File: config.mk
export PLATFORM = sky130hd
export DESIGN_NAME = edge_irq_ctrl
export DESIGN_NICKNAME = d
export VERILOG_FILES = /design/src/rtl/eic_pkg.sv /design/src/rtl/eic_sync.sv /design/src/rtl/eic_bank.sv /design/src/rtl/edge_irq_ctrl.sv
export SDC_FILE = /design/constraint.sdc
export NUM_CORES = 1
export LEC_CHECK = 0
export BUFFER_PORTS_ARGS = -buffer_cell sky130_fd_sc_hd__buf_2
export CAP_MARGIN = 20
export CORE_ASPECT_RATIO = 0.9
export CORE_MARGIN = 3
export CORE_UTILIZATION = 55
export DETAILED_ROUTE_END_ITERATION = 16
export PLACE_DENSITY = 0.81
export SKIP_LAST_GASP = 1
export SYNTH_ARGS = -nofsm -noshare
export SYNTH_HDL_FRONTEND = slang
export SYNTH_SLANG_ARGS = --single-unit
export TNS_END_PERCENT = 100
File: constraint.sdc
create_clock -name clk -period 4.16 [get_ports clk]
set_input_delay 0.832 -clock clk [delete_from_list [all_inputs] [get_ports clk]]
set_output_delay 0.832 -clock clk [all_outputs]
set_load 0.02 [all_outputs]
File: src/rtl/eic_pkg.sv
package eic_pkg;
    localparam int BANK_BASE   = 'h40;
    localparam int BANK_STRIDE = 'h10;
    localparam int OFF_CAP     = 'h0;
    localparam int OFF_SEL     = 'h2;
    localparam int OFF_POL     = 'h4;
    localparam int OFF_FLG     = 'h6;

    function automatic int reg_addr(input int bank, input int off);
        return BANK_BASE + bank * BANK_STRIDE + off;
    endfunction
endpackage

File: src/rtl/eic_sync.sv
module eic_sync #(
    parameter int W      = 48,
    parameter int STAGES = 2
) (
    input  logic         clk,
    input  logic         rst_n,
    input  logic [W-1:0] d,
    output logic [W-1:0] q
);
    logic [STAGES-1:0][W-1:0] st_d, st_q;

    always_comb begin
        st_d[0] = d;
        for (int i = 1; i < STAGES; i++) st_d[i] = st_q[i-1];
    end

    always_ff @(posedge clk or negedge rst_n) begin
        if (!rst_n) st_q <= '0;
        else        st_q <= st_d;
    end

    assign q = st_q[STAGES-1];
endmodule

File: src/rtl/eic_bank.sv
module eic_bank #(
    parameter int W = 16
) (
    input  logic         clk,
    input  logic         rst_n,
    input  logic [W-1:0] smp,
    input  logic         wr_cap,
    input  logic         wr_sel,
    input  logic         wr_pol,
    input  logic [W-1:0] wdata,
    output logic [W-1:0] cap_en,
    output logic [W-1:0] int_sel,
    output logic [W-1:0] pol,
    output logic [W-1:0] flags,
    output logic         irq_any
);
    typedef struct packed {
        logic [W-1:0] cap;
        logic [W-1:0] sel;
        logic [W-1:0] pol;
        logic [W-1:0] prev;
        logic [W-1:0] flag;
    } bank_t;

    bank_t        st_d, st_q;
    logic [W-1:0] hit_d;
    logic [W-1:0] keep_d;

    always_comb begin
        st_d   = st_q;
        hit_d  = (st_q.pol & smp & ~st_q.prev) | (~st_q.pol & ~smp & st_q.prev);
        keep_d = wr_cap ? wdata : '1;
        if (wr_cap) st_d.cap = wdata;
        if (wr_sel) st_d.sel = wdata;
        if (wr_pol) st_d.pol = wdata;
        st_d.prev = smp;
        // a clearing write overrides a transition latched in the same cycle
        st_d.flag = (st_q.flag | (hit_d & st_q.cap)) & keep_d;
    end

    always_ff @(posedge clk or negedge rst_n) begin
        if (!rst_n) st_q <= '0;
        else        st_q <= st_d;
    end

    assign cap_en  = st_q.cap;
    assign int_sel = st_q.sel;
    assign pol     = st_q.pol;
    assign flags   = st_q.flag;
    assign irq_any = |(st_q.flag & st_q.sel);
endmodule

File: src/rtl/edge_irq_ctrl.sv
module edge_irq_ctrl #(
    parameter int NBANK  = 3,
    parameter int BANK_W = 16,
    parameter int ADDR_W = 8,
    parameter int SYNC_N = 2
) (
    input  logic                    clk,
    input  logic                    rst_n,
    input  logic [NBANK*BANK_W-1:0] din,
    input  logic                    wr_en,
    input  logic                    rd_en,
    input  logic [ADDR_W-1:0]       addr,
    input  logic [BANK_W-1:0]       wdata,
    output logic [BANK_W-1:0]       rdata,
    output logic                    irq
);
    import eic_pkg::*;

    localparam int NCH = NBANK * BANK_W;

    logic [NCH-1:0]               smp;
    logic [NBANK-1:0][BANK_W-1:0] cap_v, sel_v, pol_v, flg_v;
    logic [NBANK-1:0]             wr_cap, wr_sel, wr_pol, irq_b;
    logic [NCH-1:0]               flag_all, cap_all, sel_all;
    logic [BANK_W-1:0]            rdata_d, rdata_q;
    int                           a_int;

    assign a_int = int'(addr);

    eic_sync #(.W(NCH), .STAGES(SYNC_N)) u_sync (
        .clk(clk), .rst_n(rst_n), .d(din), .q(smp)
    );

    for (genvar b = 0; b < NBANK; b++) begin : g_bank
        assign wr_cap[b] = wr_en && (a_int == reg_addr(b, OFF_CAP));
        assign wr_sel[b] = wr_en && (a_int == reg_addr(b, OFF_SEL));
        assign wr_pol[b] = wr_en && (a_int == reg_addr(b, OFF_POL));

        eic_bank #(.W(BANK_W)) u_bank (
            .clk    (clk),
            .rst_n  (rst_n),
            .smp    (smp[b*BANK_W +: BANK_W]),
            .wr_cap (wr_cap[b]),
            .wr_sel (wr_sel[b]),
            .wr_pol (wr_pol[b]),
            .wdata  (wdata),
            .cap_en (cap_v[b]),
            .int_sel(sel_v[b]),
            .pol    (pol_v[b]),
            .flags  (flg_v[b]),
            .irq_any(irq_b[b])
        );

        assign flag_all[b*BANK_W +: BANK_W] = flg_v[b];
        assign cap_all[b*BANK_W +: BANK_W]  = cap_v[b];
        assign sel_all[b*BANK_W +: BANK_W]  = sel_v[b];
    end

    always_comb begin
        rdata_d = '0;
        if (rd_en) begin
            for (int b = 0; b < NBANK; b++) begin
                if (a_int == reg_addr(b, OFF_CAP)) rdata_d = cap_v[b];
                if (a_int == reg_addr(b, OFF_SEL)) rdata_d = sel_v[b];
                if (a_int == reg_addr(b, OFF_POL)) rdata_d = pol_v[b];
                if (a_int == reg_addr(b, OFF_FLG)) rdata_d = flg_v[b];
            end
        end
    end

    always_ff @(posedge clk or negedge rst_n) begin
        if (!rst_n) rdata_q <= '0;
        else        rdata_q <= rdata_d;
    end

    assign rdata = rdata_q;
    assign irq   = |irq_b;
endmodule

### After elaboration in Yosys (flattened, before gate mapping)

Index checks and enable logic that the tools add are counted.

| storage, ports and cells | value |
|---|---|
| register bits | 352 |
| bits of input ports | 76 |
| output and inout bits | 17 |
| logic and storage cells | 92 |

| cells by class | value |
|---|---|
| equality and inequality tests | 12 |
| mux-type cells | 16 |
| bitwise operators | 36 |
| reduce and logical (&&, ||, !) cells | 10 |

Operators by type and width:

| cell | count |
|---|---|
| $and A16 B16 Y16 | 21 |
| $mux W16 | 16 |
| $not A16 Y16 | 9 |
| $eq A8 B8 Y1 const B | 12 |
| $or A16 B16 Y16 | 6 |
| $reduce_or A48 Y1 | 1 |
| $logic_and A1 B1 Y1 | 9 |

### Logic depth before layout (Yosys ltp)

| depth | value |
|---|---|
| depth in word-level cells | 14 |
| depth in mapped cells | 7 |
| depth with buffers taken out | 5 |

### Hierarchy

A second synthesis with hierarchy kept.

| unflattened totals | value |
|---|---|
| cell total of the unflattened synthesis | 1307 |
| area total of the unflattened synthesis | 16309.4 sq um |

By module, submodules not included:

| module | instances | cells an instance | area an instance (sq um) |
|---|---|---|---|
| eic_bank | 3 | 288 | 3771.1 |
| edge_irq_ctrl | 1 | 347 | 2593.7 |
| eic_sync | 1 | 96 | 2402.3 |

### Least setup slack after synthesis

OpenSTA, ideal clock, no wires.

| timing path | value |
|---|---|
| kind | register to output |
| from | register g_bank[0].u_bank.st_q (netlist bit g_bank[0].u_bank.int_sel[5]) |
| to | output port irq |
| arrival time | 1.524 ns |
| required time | 3.328 ns |
| setup slack | 1.804 ns |
| cell stages (with the launch flop) | 5 |
| buffers on the path | 0 |
| path through | dfrtp_1 a22o_1 a221oi_1 nand4_1 or4_1 |

| on the way | value |
|---|---|
| cells in the longest elaborated chain, start to end | 2 |

RTL lines:

| what | line | text |
|---|---|---|
| from (decl) | eic_bank.sv:25 | `bank_t st_d, st_q;` |
| from (signal assigned) | eic_bank.sv:43 | `else st_q <= st_d;` |
| $and A16 B16 Y16 | eic_bank.sv:50 | `assign irq_any = \|(st_q.flag & st_q.sel);` |
| $reduce_or A48 Y1 | edge_irq_ctrl.sv:77 | `assign irq = \|irq_b;` |
| to (decl) | edge_irq_ctrl.sv:15 | `output logic irq` |

No other way between the ends.

### Worst setup path in the final report

| timing path | value |
|---|---|
| from | register g_bank[1].u_bank.st_q (netlist bit g_bank[1].u_bank.flags[2]) |
| to | output port irq |

| on the way | value |
|---|---|
| cells in the longest elaborated chain, start to end | 2 |

RTL lines:

| what | line |
|---|---|
| from (decl) | eic_bank.sv:25 |
| from (signal assigned) | eic_bank.sv:43 |
| $and A16 B16 Y16 | eic_bank.sv:50 |
| $reduce_or A48 Y1 | edge_irq_ctrl.sv:77 |

No other way between the ends.

==> reports/qor.log <==
[detailed_routing] overall via count from detail_route 11020
[setup_path] reg2reg path depth 4
[setup_path] startpoint of the most critical register-to-register path g_bank[0].u_bank.flags[9]$_DFF_PN0_
[synth] Mapped Avg Cell Area 10.22 um2
[cts] Skew-Pair Late Insertion Delay 510 ps
[detailed_routing] Pre-antenna DRT Iters 6
[setup_path] Crit path buffers/inverters 1
[worst_hold_path] destination of the worst hold path u_sync.q[45]$_DFF_PN0_
[place] Port Buffer Count 92
[synth] share of the synthesized area in the top cell type 62.85%
[worst_hold_path] Worst Hold Path Cells 0
[cts] Sink Count 352
[cts] buffer type at the clock tree root sky130_fd_sc_hd__clkbuf_16
[layout] non-filler instance count after layout 1821
[die] number of ports placed on the die boundary 93
[global_routing] global-route wire length before repair 60380 um
[cts] number of buffers on the longest clock path 3
[timing] worst clock skew 12.91 ps
[synth] leading cell type by number of instances after synthesis sky130_fd_sc_hd__dfrtp_1
[detailed_routing] drt total wl 38090 um
[cts] # Post-CTS Setup Buffers 0
[power_and_ir_drop] post-route total power 7.505 mW
[synth] dominant synthesized flop cell sky130_fd_sc_hd__dfrtp_1
[timing] time the worst path needs with I/O delays and setup 3630 ps
[setup_path] Largest delay share family, worst path simple AND/OR/NAND/NOR gates
[global_routing] GRT Util Overall 28.25%
[timing] maximum frequency from static timing analysis 275.5 MHz
[synth] top cell types by occurrence after synthesis sky130_fd_sc_hd__dfrtp_1, sky130_fd_sc_hd__nand2_1, sky130_fd_sc_hd__o21ai_0
[timing] Worst slew margin 37.16%
[detailed_routing] residual antenna-violating net count after detailed routing 0
[cts] TritonCTS clock tree built
[detailed_routing] number of design rule violations left after detail routing 0
[setup_path] Crit Reg-Reg Endpoint rdata[9]$_DFF_PN0_
[die] Die X 174.3 um
[timing] worst hold slack after final layout 343.8 ps
[place] final weighted congestion of routability-driven global placement 0.9246
[synth] Post-Synthesis Cell Area 14020 um2
[layout] number of fillers in the final layout 1893
[layout] fraction of final layout cells sized beyond drive strength 1 13.95%
[synth] cells taking the most area after synthesis sky130_fd_sc_hd__dfrtp_1, sky130_fd_sc_hd__o21ai_0, sky130_fd_sc_hd__nand2_1, sky130_fd_sc_hd__nor2_1, sky130_fd_sc_hd__a21oi_1
[detailed_routing] initial detailed-routing violation count 1457
[timing] final critical-path share of the clock period 87.27%
[place] area of placed instances 14830 um2
[cts] CTS buffer count 35
[synth] number of flops mapped to enable cells by yosys 0
[layout] post-layout instance area 16050 um2
[setup_path] reg2reg setup slack 2420 ps
[place] Post-DP HPWL 25700 um
[setup_path] worst setup path category reg -> out
[setup_path] crit-path max FO 3
[die] die area 27440 um2
[setup_path] WP data required 3330 ps
[die] overall die height 157.4 um
[synth] Synth Net Count 1448
[synth] flip-flop and latch count after synthesis 352
[setup_path] delay of the slowest cell on the worst path 660 ps
[worst_hold_path] worst hold path type reg -> reg
[place] pre-CTS setup slack 807.6 ps
[setup_path] nature of the critical path endpoint output port
[cts] register clock-pin slew on the reported worst setup and hold paths 60 ps
[cts] post-cts resize count 0
[global_routing] global route overflow 0
[synth] dominant cell type by area after synthesis sky130_fd_sc_hd__dfrtp_1
[flow_run] Maximum Capacitance Violations 0
[timing] Slew Viols, Final 0
[setup_path] cells along the critical path a22o_1, a221oi_1, nand3_1, or4_1, buf_2
[die] initial standard-cell utilization of the core 56.83%
[cts] CTS H-tree lvls 2
[timing] unrepaired setup endpoints after global routing no
[timing] Fin. Hold Viols 0
[detailed_routing] wire length per cell 20.91 um
[synth] count of warnings emitted by yosys 0
[global_routing] number of antenna violations at the first check in global routing 1
[synth] number of instances in the synthesized netlist 1372
[cts] hold buffer count at CTS 0
[global_routing] maximum number of pins on one net before global-route repair 107
[power_and_ir_drop] P_leak 7.070 nW
[layout] count of nets after finishing 1534
[power_and_ir_drop] Pwr Density 467.5 nW/um2
[timing] count of final setup violators 0
[timing] total negative slack for setup checks 0 ps
[setup_path] CP max stage cell sky130_fd_sc_hd__or4_1
[die] placeable core region 24660 um2
[synth] sequential share of the synthesized area 62.85%
[setup_path] Setup crit start kind flip-flop
[global_routing] via count of the first global-routing pass 10940
[worst_hold_path] origin of the worst min-delay path u_sync.st_d[93]$_DFF_PN0_
[place] Cells after DPL 1757
[power_and_ir_drop] worst IR drop on VDD 0.3128 mV
[synth] fraction of registers with async set or reset after synthesis 100.0%
[status] result of the run completed
[setup_path] Data arrival, critical path 2800 ps
[timing] final worst-path setup slack 529.8 ps
[layout] area added between synthesis and finish 14.53%
[layout] utilization of the core after routing 65.09%
[die] FP Rows 54
[synth] synth unique cells 54
[timing] Least-Margin Pin Slew 940.4 ps
[detailed_routing] via density per instance 6.053
[worst reg2reg max path: cells and delay by family (launching register included)]
kind,cells,cell delay [ps]
AO/OA/AOI/OAI,2,410
flip-flops,1,420
multiplexers,1,480
AND/OR/NAND/NOR,1,310
[where the power goes]
group	switching, mW	internal [mW]
registers	0.141	3.59
clock network	1.29	2.01
logic	0.310	0.172
[logic make-up after synthesis]
| family | count (synthesis) | synth area share, % |
|---|---|---|
| flip-flops | 352 | 62.85 |
| AND/OR/NAND/NOR | 471 | 14.04 |
| AO/OA/AOI/OAI | 424 | 17.19 |
| buffers and inverters | 85 | 2.687 |
| multiplexers | 40 | 3.232 |
[flip-flops by register name, summed over array words and instances (netlist names)]
name and count:
g_bank.u_bank.flags 48, rdata 16, g_bank.u_bank.pol 48, g_bank.u_bank.int_sel 48
u_sync.st_d 48, g_bank.u_bank.st_q 48, u_sync.q 48, g_bank.u_bank.cap_en 48
[final cells by class]
type,instances,area [um2],area share [%]
inverter,18,67.56,0.4209
tap,336,420.4,2.619
multi-input combinational,935,4831,30.09
clock buffer,54,1100,6.851
sequential,352,8808,54.87
antenna,1,2.502,0.01559
timing repair buffer,116,700.7,4.365
clock inverter,9,122.6,0.7638
[layout by cell type, fill, tap and decap left out, types with 3 or more instances in the layout]
cell	count
sky130_fd_sc_hd__inv_1	18
sky130_fd_sc_hd__nand4bb_1	3
sky130_fd_sc_hd__buf_4	20
sky130_fd_sc_hd__o21ai_0	222
sky130_fd_sc_hd__clkinv_2	5
sky130_fd_sc_hd__clkbuf_8	11
sky130_fd_sc_hd__o22ai_1	21
sky130_fd_sc_hd__a21oi_1	103
sky130_fd_sc_hd__nand3_1	10
sky130_fd_sc_hd__dfrtp_1	352
sky130_fd_sc_hd__clkbuf_16	37
sky130_fd_sc_hd__a22o_1	10
sky130_fd_sc_hd__o2bb2ai_1	4
sky130_fd_sc_hd__nor3_1	10
sky130_fd_sc_hd__mux2i_1	16
sky130_fd_sc_hd__o221ai_1	8
sky130_fd_sc_hd__a221oi_1	10
sky130_fd_sc_hd__buf_2	91
sky130_fd_sc_hd__mux2_2	22
sky130_fd_sc_hd__a22oi_1	20
sky130_fd_sc_hd__bufinv_16	3
sky130_fd_sc_hd__a211oi_1	7
sky130_fd_sc_hd__clkbuf_1	6
sky130_fd_sc_hd__nor2_1	163
sky130_fd_sc_hd__nand2_1	255
sky130_fd_sc_hd__nor2b_1	8
sky130_fd_sc_hd__buf_12	4
[metal layers]
metal	global-route usage (%)	part of all wire, %	wire length (um)
met3	3.570	7.1	2723
met4	12.83	4.8	1829
met5	0	0	0
met2	47.26	48	18180
met1	37.55	40	15350
[worst max path at each step]
stage | startpoint | to | slack [ps] | cells past startpoint
5_1_grt | g_bank[1].u_bank.flags[2]$_DFF_PN0_ | irq | 530 | 5
3_3_place_gp | addr[2] | g_bank[2].u_bank.cap_en[11]$_DFFE_PN0P_ | 920 | 6
4_1_cts | g_bank[1].u_bank.flags[2]$_DFF_PN0_ | irq | 610 | 5
3_5_place_dp | addr[2] | g_bank[2].u_bank.cap_en[0]$_DFFE_PN0P_ | 810 | 5
6_report | g_bank[1].u_bank.flags[2]$_DFF_PN0_ | irq | 530 | 5
2_1_floorplan | g_bank[0].u_bank.int_sel[5]$_DFFE_PN0P_ | irq | 1800 | 4
Power figures use the tool's default switching activity.
